==> src/rtl/spi_sl_pkg.sv <==
package spi_sl_pkg;

   // Edge events seen in the system clock domain during one cycle
   typedef struct packed {
      logic lead;      // serial clock left its idle level
      logic trail;     // serial clock returned to its idle level
      logic sel_fall;  // select became active (low)
      logic sel_rise;  // select was released (high)
   } spi_evt_t;

endpackage

==> src/rtl/spi_sl_sync.sv <==
module spi_sl_sync #(
   parameter int             W       = 3,
   parameter int             STAGES  = 2,
   parameter logic [W-1:0]   RST_VAL = '0
) (
   input  logic         clk,
   input  logic         rst_n,
   input  logic [W-1:0] d,
   output logic [W-1:0] q
);

   if (STAGES < 2) begin : g_bad_stages
      $error("spi_sl_sync: STAGES must be at least 2");
   end
   if (W < 1) begin : g_bad_width
      $error("spi_sl_sync: W must be at least 1");
   end

   for (genvar i = 0; i < W; i++) begin : g_bit
      logic [STAGES-1:0] chain;
      always_ff @(posedge clk or negedge rst_n) begin
         if (!rst_n) chain <= {STAGES{RST_VAL[i]}};
         else        chain <= {chain[STAGES-2:0], d[i]};
      end
      assign q[i] = chain[STAGES-1];
   end

endmodule

==> src/rtl/spi_sl_edges.sv <==
module spi_sl_edges
   import spi_sl_pkg::*;
(
   input  logic     clk,
   input  logic     rst_n,
   input  logic     cpol,
   input  logic     sck_s,
   input  logic     ss_s,
   output spi_evt_t evt
);

   logic sck_prev_q;
   logic ss_prev_q;

   always_ff @(posedge clk or negedge rst_n) begin
      if (!rst_n) begin
         sck_prev_q <= 1'b0;
         ss_prev_q  <= 1'b1;
      end else begin
         sck_prev_q <= sck_s;
         ss_prev_q  <= ss_s;
      end
   end

   logic sck_chg;
   assign sck_chg = sck_s ^ sck_prev_q;

   always_comb begin
      evt.lead     = sck_chg & (sck_s != cpol);
      evt.trail    = sck_chg & (sck_s == cpol);
      evt.sel_fall = ss_prev_q & ~ss_s;
      evt.sel_rise = ~ss_prev_q & ss_s;
   end

   // lead and trail are exclusive in any cycle
   edge_excl_chk: assert property (@(posedge clk) disable iff (!rst_n)
      !(evt.lead && evt.trail));

endmodule

==> src/rtl/spi_sl_shifter.sv <==
module spi_sl_shifter
   import spi_sl_pkg::*;
#(
   parameter int DATA_W = 8
) (
   input  logic              clk,
   input  logic              rst_n,
   input  logic              en,
   input  logic              cpha,
   input  spi_evt_t          evt,
   input  logic              ss_s,
   input  logic              mosi_s,
   input  logic [DATA_W-1:0] tx_byte,
   output logic              miso,
   output logic              miso_oe,
   output logic [DATA_W-1:0] rx_data,
   output logic              rx_done,
   output logic              mode_fault
);

   localparam int                CNT_W   = $clog2(DATA_W + 1);
   localparam logic [CNT_W-1:0]  LAST    = CNT_W'(DATA_W);
   localparam logic [CNT_W-1:0]  LAST_M1 = CNT_W'(DATA_W - 1);

   if (DATA_W < 2) begin : g_bad_width
      $error("spi_sl_shifter: DATA_W must be at least 2");
   end

   logic              active_q;
   logic [CNT_W-1:0]  cnt_q;
   logic [DATA_W-1:0] tx_q;
   logic [DATA_W-1:0] rx_q;
   logic [DATA_W-1:0] rx_data_q;
   logic              done_q;
   logic              fault_q;

   logic [DATA_W-1:0] rx_next;
   logic [DATA_W-1:0] tx_shift;
   assign rx_next  = {rx_q[DATA_W-2:0], mosi_s};
   assign tx_shift = {tx_q[DATA_W-2:0], 1'b0};

   always_ff @(posedge clk or negedge rst_n) begin
      if (!rst_n) begin
         active_q  <= 1'b0;
         cnt_q     <= '0;
         tx_q      <= '0;
         rx_q      <= '0;
         rx_data_q <= '0;
         done_q    <= 1'b0;
         fault_q   <= 1'b0;
      end else begin
         done_q  <= 1'b0;
         fault_q <= 1'b0;
         if (!en) begin
            active_q <= 1'b0;
            cnt_q    <= '0;
         end else if (evt.sel_rise) begin
            fault_q  <= active_q;
            active_q <= 1'b0;
            cnt_q    <= '0;
         end else if (!ss_s) begin
            if (!cpha) begin
               if (evt.sel_fall) begin
                  active_q <= 1'b1;
                  cnt_q    <= '0;
                  tx_q     <= tx_byte;
               end else if (active_q && evt.lead && cnt_q != LAST) begin
                  rx_q  <= rx_next;
                  cnt_q <= cnt_q + 1'b1;
               end else if (active_q && evt.trail) begin
                  if (cnt_q == LAST) begin
                     done_q    <= 1'b1;
                     rx_data_q <= rx_q;
                     active_q  <= 1'b0;
                     cnt_q     <= '0;
                  end else begin
                     tx_q <= tx_shift;
                  end
               end
            end else begin
               if (evt.lead) begin
                  if (!active_q) begin
                     active_q <= 1'b1;
                     cnt_q    <= '0;
                     tx_q     <= tx_byte;
                  end else begin
                     tx_q <= tx_shift;
                  end
               end else if (active_q && evt.trail) begin
                  rx_q <= rx_next;
                  if (cnt_q == LAST_M1) begin
                     done_q    <= 1'b1;
                     rx_data_q <= rx_next;
                     active_q  <= 1'b0;
                     cnt_q     <= '0;
                  end else begin
                     cnt_q <= cnt_q + 1'b1;
                  end
               end
            end
         end
      end
   end

   assign miso       = active_q ? tx_q[DATA_W-1] : tx_byte[DATA_W-1];
   assign miso_oe    = en & ~ss_s;
   assign rx_data    = rx_data_q;
   assign rx_done    = done_q;
   assign mode_fault = fault_q;


   fault_from_active_chk: assert property (@(posedge clk) disable iff (!rst_n)
      mode_fault |-> $past(active_q) && !active_q && cnt_q == '0);


   done_fault_excl_chk: assert property (@(posedge clk) disable iff (!rst_n)
      !(rx_done && mode_fault));


   en_abort_chk: assert property (@(posedge clk) disable iff (!rst_n)
      !en |=> !active_q && cnt_q == '0);


   cnt_range_chk: assert property (@(posedge clk) disable iff (!rst_n)
      cnt_q <= LAST);


   done_from_active_chk: assert property (@(posedge clk) disable iff (!rst_n)
      rx_done |-> $past(active_q) && !active_q);


   idle_when_deselected_chk: assert property (@(posedge clk) disable iff (!rst_n)
      ss_s |=> !active_q);

endmodule

==> src/rtl/spi_target_shifter.sv <==
module spi_target_shifter
   import spi_sl_pkg::*;
#(
   parameter int DATA_W      = 8,
   parameter int SYNC_STAGES = 2
) (
   input  logic              clk,
   input  logic              rst_n,
   input  logic              en,
   input  logic              cpol,
   input  logic              cpha,
   input  logic              sck_in,
   input  logic              ss_n_in,
   input  logic              mosi_in,
   input  logic [DATA_W-1:0] tx_byte,
   output logic              miso,
   output logic              miso_oe,
   output logic [DATA_W-1:0] rx_data,
   output logic              rx_done,
   output logic              mode_fault
);

   localparam int          PIN_W    = 3;
   localparam logic [2:0]  PIN_RST  = 3'b010; // {sck, ss_n, mosi}

   logic [PIN_W-1:0] pins_s;
   logic             sck_s, ss_s, mosi_s;
   spi_evt_t         evt;

   spi_sl_sync #(
      .W       (PIN_W),
      .STAGES  (SYNC_STAGES),
      .RST_VAL (PIN_RST)
   ) u_sync (
      .clk   (clk),
      .rst_n (rst_n),
      .d     ({sck_in, ss_n_in, mosi_in}),
      .q     (pins_s)
   );

   assign sck_s  = pins_s[2];
   assign ss_s   = pins_s[1];
   assign mosi_s = pins_s[0];

   spi_sl_edges u_edges (
      .clk   (clk),
      .rst_n (rst_n),
      .cpol  (cpol),
      .sck_s (sck_s),
      .ss_s  (ss_s),
      .evt   (evt)
   );

   spi_sl_shifter #(
      .DATA_W (DATA_W)
   ) u_shift (
      .clk        (clk),
      .rst_n      (rst_n),
      .en         (en),
      .cpha       (cpha),
      .evt        (evt),
      .ss_s       (ss_s),
      .mosi_s     (mosi_s),
      .tx_byte    (tx_byte),
      .miso       (miso),
      .miso_oe    (miso_oe),
      .rx_data    (rx_data),
      .rx_done    (rx_done),
      .mode_fault (mode_fault)
   );


   oe_needs_en_chk: assert property (@(posedge clk) disable iff (!rst_n)
      miso_oe |-> en);

endmodule

==> config.mk <==
export PLATFORM = sky130hd
export DESIGN_NAME = spi_target_shifter
export DESIGN_NICKNAME = d
export VERILOG_FILES = /design/src/rtl/spi_sl_pkg.sv /design/src/rtl/spi_sl_sync.sv /design/src/rtl/spi_sl_edges.sv /design/src/rtl/spi_sl_shifter.sv /design/src/rtl/spi_target_shifter.sv
export SDC_FILE = /design/constraint.sdc
export NUM_CORES = 1
export LEC_CHECK = 0
export ABC_AREA = 1
export BUFFER_PORTS_ARGS = -buffer_cell sky130_fd_sc_hd__buf_2
export CORE_UTILIZATION = 54
export CTS_CLUSTER_DIAMETER = 60
export CTS_CLUSTER_SIZE = 12
export DETAILED_ROUTE_END_ITERATION = 6
export GPL_ROUTABILITY_DRIVEN = 0
export PLACE_DENSITY = 0.72
export SKIP_LAST_GASP = 1
export SLEW_MARGIN = 20
export SYNTH_ARGS = -nofsm -noshare
export SYNTH_HDL_FRONTEND = slang
export SYNTH_SLANG_ARGS = --single-unit
==> constraint.sdc <==
create_clock -name clk -period 5.2 [get_ports clk]
set_input_delay 1.04 -clock clk [delete_from_list [all_inputs] [get_ports clk]]
set_output_delay 1.04 -clock clk [all_outputs]
set_load 0.05 [all_outputs]
Word level (Yosys, flattened, before mapping)
Cells that the tools add are included.
- register bits after elaboration: 39
- input port bits: 16
- word-level logic and storage cells: 112
- bitwise logic cells: 9
- eq/ne operators: 22
- mux-type cells: 57
- add/subtract/negate cells: 1
- reduce and logical (&&, ||, !) cells: 11
- operators with widths (cell ; number):
    $mux W8 ; 20
    $mux W4 ; 12
    $mux W1 ; 25
    $reduce_and A7 Y1 ; 2
    $ne A6 B1 Y1 const B ; 2
    $ne A5 B1 Y1 const B ; 2
    $ne A5 B2 Y1 const B ; 2
    $ne A5 B5 Y1 const B ; 2
    $ne A3 B3 Y1 const B ; 3
    $reduce_and A9 Y1 ; 1
    $ne A2 B1 Y1 const B ; 3
    $ne A2 B2 Y1 const B ; 3
    $reduce_and A6 Y1 ; 1
    $and A1 B1 Y1 ; 5
    $reduce_and A5 Y1 ; 1
    $add A4 B1 Y4 const B ; 1
    $eq A4 B3 Y1 const B ; 1
    $eq A4 B4 Y1 const B ; 1
    $ne A4 B4 Y1 const B ; 1
    $reduce_bool A2 Y1 ; 2
    $logic_and A1 B1 Y1 ; 3
    $not A1 Y1 ; 3
    $reduce_bool A3 Y1 ; 1
    $eq A1 B1 Y1 ; 1
    2 further kinds ; 2

Depth between registers and ports, before layout
- depth after elaboration: 10
- gate-level depth with buffers: 12
- depth with buffers taken out: 11

By module
Synthesis repeated with hierarchy kept, for this count alone.
- cells, all modules: 242
- area, all modules: 2123.3 um^2
- modules (own cells, without submodules) (module ; seq. area each (um^2) ; cells an instance ; area an instance (um^2) ; times used):
    spi_sl_shifter ; 775.7 ; 213 ; 1829.3 ; 1
    spi_sl_sync ; 152.6 ; 9 ; 175.2 ; 1
    spi_sl_edges ; 51.3 ; 20 ; 118.9 ; 1

Least setup slack after synthesis
No wires, ideal clock.
- path kind: in2out
- from: input en
- to: output miso_oe
- arrival: 1.831 ns
- buffers on the path: 0
- slack: 2.329 ns
- stages on the path: 2
- cell sequence: inv_2 nor2_1
- cells in the longest elaborated chain, start to end: 1
- RTL lines (element ; line ; RTL):
    start: declaration ; spi_target_shifter.sv:9 ; input logic en,
    $and A1 B1 Y1 ; spi_sl_shifter.sv:106 ; assign miso_oe = en & ~ss_s;
    end: declaration ; spi_target_shifter.sv:17 ; output logic miso_oe,
Every way passes these cells.

Final worst setup path
Ends and elaborated chain as after synthesis.

==> metrics <==
Min-Delay Path Class=reg2reg; flop-to-flop setup slack=3180 ps; Startpoint Class=primary input; Clock Path Buffers=2; Yosys warning count=0; crit path cell chain=buf_2, inv_2, nor2_1, buf_2; Fin. Hold Viols=0; slowest CP cell=buf_2; Reg clk slew, reported paths=80 ps; first-pass GRT wire length=6679 microns; vias=1659; site row count=22; synth-to-layout area growth=11.88%; drt wl/cell=11.54 microns; # diodes=0; # fillers=336; layout cells sized above 1=30.11%; Initial DRT Pass Iterations=4; crit path DAT=1690 ps; Critical Path Max Stage Delay=310 ps; most used cell, CP=buf_2; post-layout util=64.51%; final net count=298; Hold EP=u_sync.g_bit[0].chain[1]; max_cap viols=0; status=completed; Unique masters post-synth=27; 1st-iter DRT viols=99; chip width=65.22 microns; post-route cell area=0.002415 sq mm; hold path startpoint=u_sync.g_bit[0].chain[0]; Post-Synthesis Net Count=269; top-count cell post-synth=nand2_1; largest net degree at the start of global routing=40; total power=0.7930 mW; DP HPWL=2736 microns; ratio of routed vias to standard cells=5.073; worst reg2reg path endpoint=u_shift.rx_q[5]; fin crit period=2727 ps; RSZ-0062 raised after global routing=no; CTS tree=yes; largest area contributor in the netlist=dfrtp_1; reg2reg start=u_sync.g_bit[1].chain[1]; Mapped Area=0.002158 sq mm; critical path buffer and inverter count=3; Setup-failing EPs final=0; cell count of the worst reg-to-reg path=8; critical path required time=4160 ps; Top delay family on crit path=buffers and inverters; ys flop type=dfrtp_1; static leakage=1.188 nW; crit end category=primary output; ys async rst share=100.0%; Placeable Area=0.003744 sq mm; Avg Cell Area, Syn=8.668 sq um; power per cell area=328.4 mW/mm^2; max-slew violations=0; # resized after CTS=0; Ports=28; Die H=65.22 microns; post-synthesis sequential area ratio=45.39%; crit-path max FO=3; VDD IR max=0.2703 mV; Routed Antenna Nets=0; initial antenna violation count=0; CTS Sinks=39; FF+latch count, synth=39; gr ovfl total=0; IO Port Bufs=27; Syn Inst Count=249; Fmax=366.7 MHz; Die ar.=0.004254 sq mm; Slew @ Worst Pin=834.4 ps; number of synthesized flops with an enable pin=0; Rel. slew slack=44.37%; WL final=3775 microns; hold_buf cts=0; Area contributors post-synth=dfrtp_1, nand2_1, o21ai_2, inv_1, dfstp_2; Initial Util=57.65%; Max Clock Skew=6.926 ps; Post-synth top cells=nand2_1, inv_1, dfrtp_1; H-tree levels=2; share of the synthesized area in the top cell type=41.74%; gr usage total=21.20%; hold_ws=353.1 ps; post-route clock period utilization=52.45%; Post-DP Area=0.002300 sq mm; root buffer cell=clkbuf_8; clk_lat worst skew=310 ps; vias in the first global route=1548; number of buffers created by CTS=5; Setup Buffers After CTS=0; hold path cells=0; Crit Path Class=in2out; drc violations=0; setup TNS=0 ps
layout make-up:
class	count	area [sq um]	area share (%)
Clock buffer	5	68.82	2.850
Clock inverter	3	46.29	1.917
Inverter	42	157.7	6.528
Multi-Input combinational cell	163	967.2	40.05
Sequential cell	39	979.7	40.57
Tap cell	48	60.06	2.487
Timing Repair Buffer	27	135.1	5.596
registers in the layout, indices dropped and copies added, names as in the netlist:
name                flops
u_shift.cnt_q           4
u_shift.rx_done         1
u_edges.sck_prev_q      1
u_shift.active_q        1
u_edges.ss_prev_q       1
u_shift.tx_q            8
u_sync.g_bit.chain      6
u_shift.rx_data         8
u_shift.mode_fault      1
u_shift.rx_q            8
worst max-delay path by stage:
stage          startpoint  endpoint  cells past startpoint
2_1_floorplan          en   miso_oe                      2
3_3_place_gp           en   miso_oe                      4
3_5_place_dp           en   miso_oe                      4
4_1_cts                en   miso_oe                      4
5_1_grt                en   miso_oe                      4
6_report               en   miso_oe                      4
worst register-to-register path, cell delays in order (launching register included):
cell and delay (ps):
dfstp_2 560, inv_1 80, ha_1 200, nor2_1 310, inv_1 150, nand2_2 160, nand3_4 220, nand2_1 160
o21ai_2 60
cells by family (layout without fill, tap and decap cells):
logic type      Yosys count  in the layout  share of synthesized area (%)
simple gates            109            109                          25.80
buf+inv                  47             77                          9.797
compound gates           42             42                          13.04
flops                    39             39                          45.39
mux                       7              7                          3.247
fa+ha+maj                 4              4                          2.319
xor+xnor                  1              1                         0.4059
placed cells by master (no fill, tap or decap):
master,instances
nand2_1,61
inv_1,38
dfrtp_1,36
buf_2,27
o21ai_2,17
o21ai_1,12
nor2_1,11
nand3_1,11
nand2_2,10
o21ai_0,10
mux2i_1,7
clkbuf_8,5
inv_2,4
ha_1,4
nand3_2,3
nor2_4,3
nand3_4,3
dfstp_2,3
a21oi_2,2
nor2_2,2
nand2_4,2
nand4_1,2
nor3_1,1
a21oi_1,1
xnor2_1,1
bufinv_16,1
inv_6,1
clkinvlp_4,1
where the power goes:
part	total, mW	switching [mW]	internal, mW
Combinational	0.168	0.114	0.0548
Clock	0.262	0.118	0.144
Sequential	0.362	0.0227	0.339
Total	0.793	0.254	0.539
metrics by stage:
step                      std cells  setup WS [ps]
after global routing            327           2423
final                           327           2473
after floorplan                 249           2329
after CTS                       327           2474
after global placement          319           2490
after detailed placement        319           2476
metal layers:
layer | wire length [microns] | vias up | global-route usage, %
met5 | 0 | - | 0
met1 | 1674 | 774 | 26.04
met3 | 140 | 12 | 4.688
met4 | 125 | 0 | 14.13
li1 | - | 845 | -
met2 | 1833 | 28 | 33.25
Power figures use the tool's default switching activity.
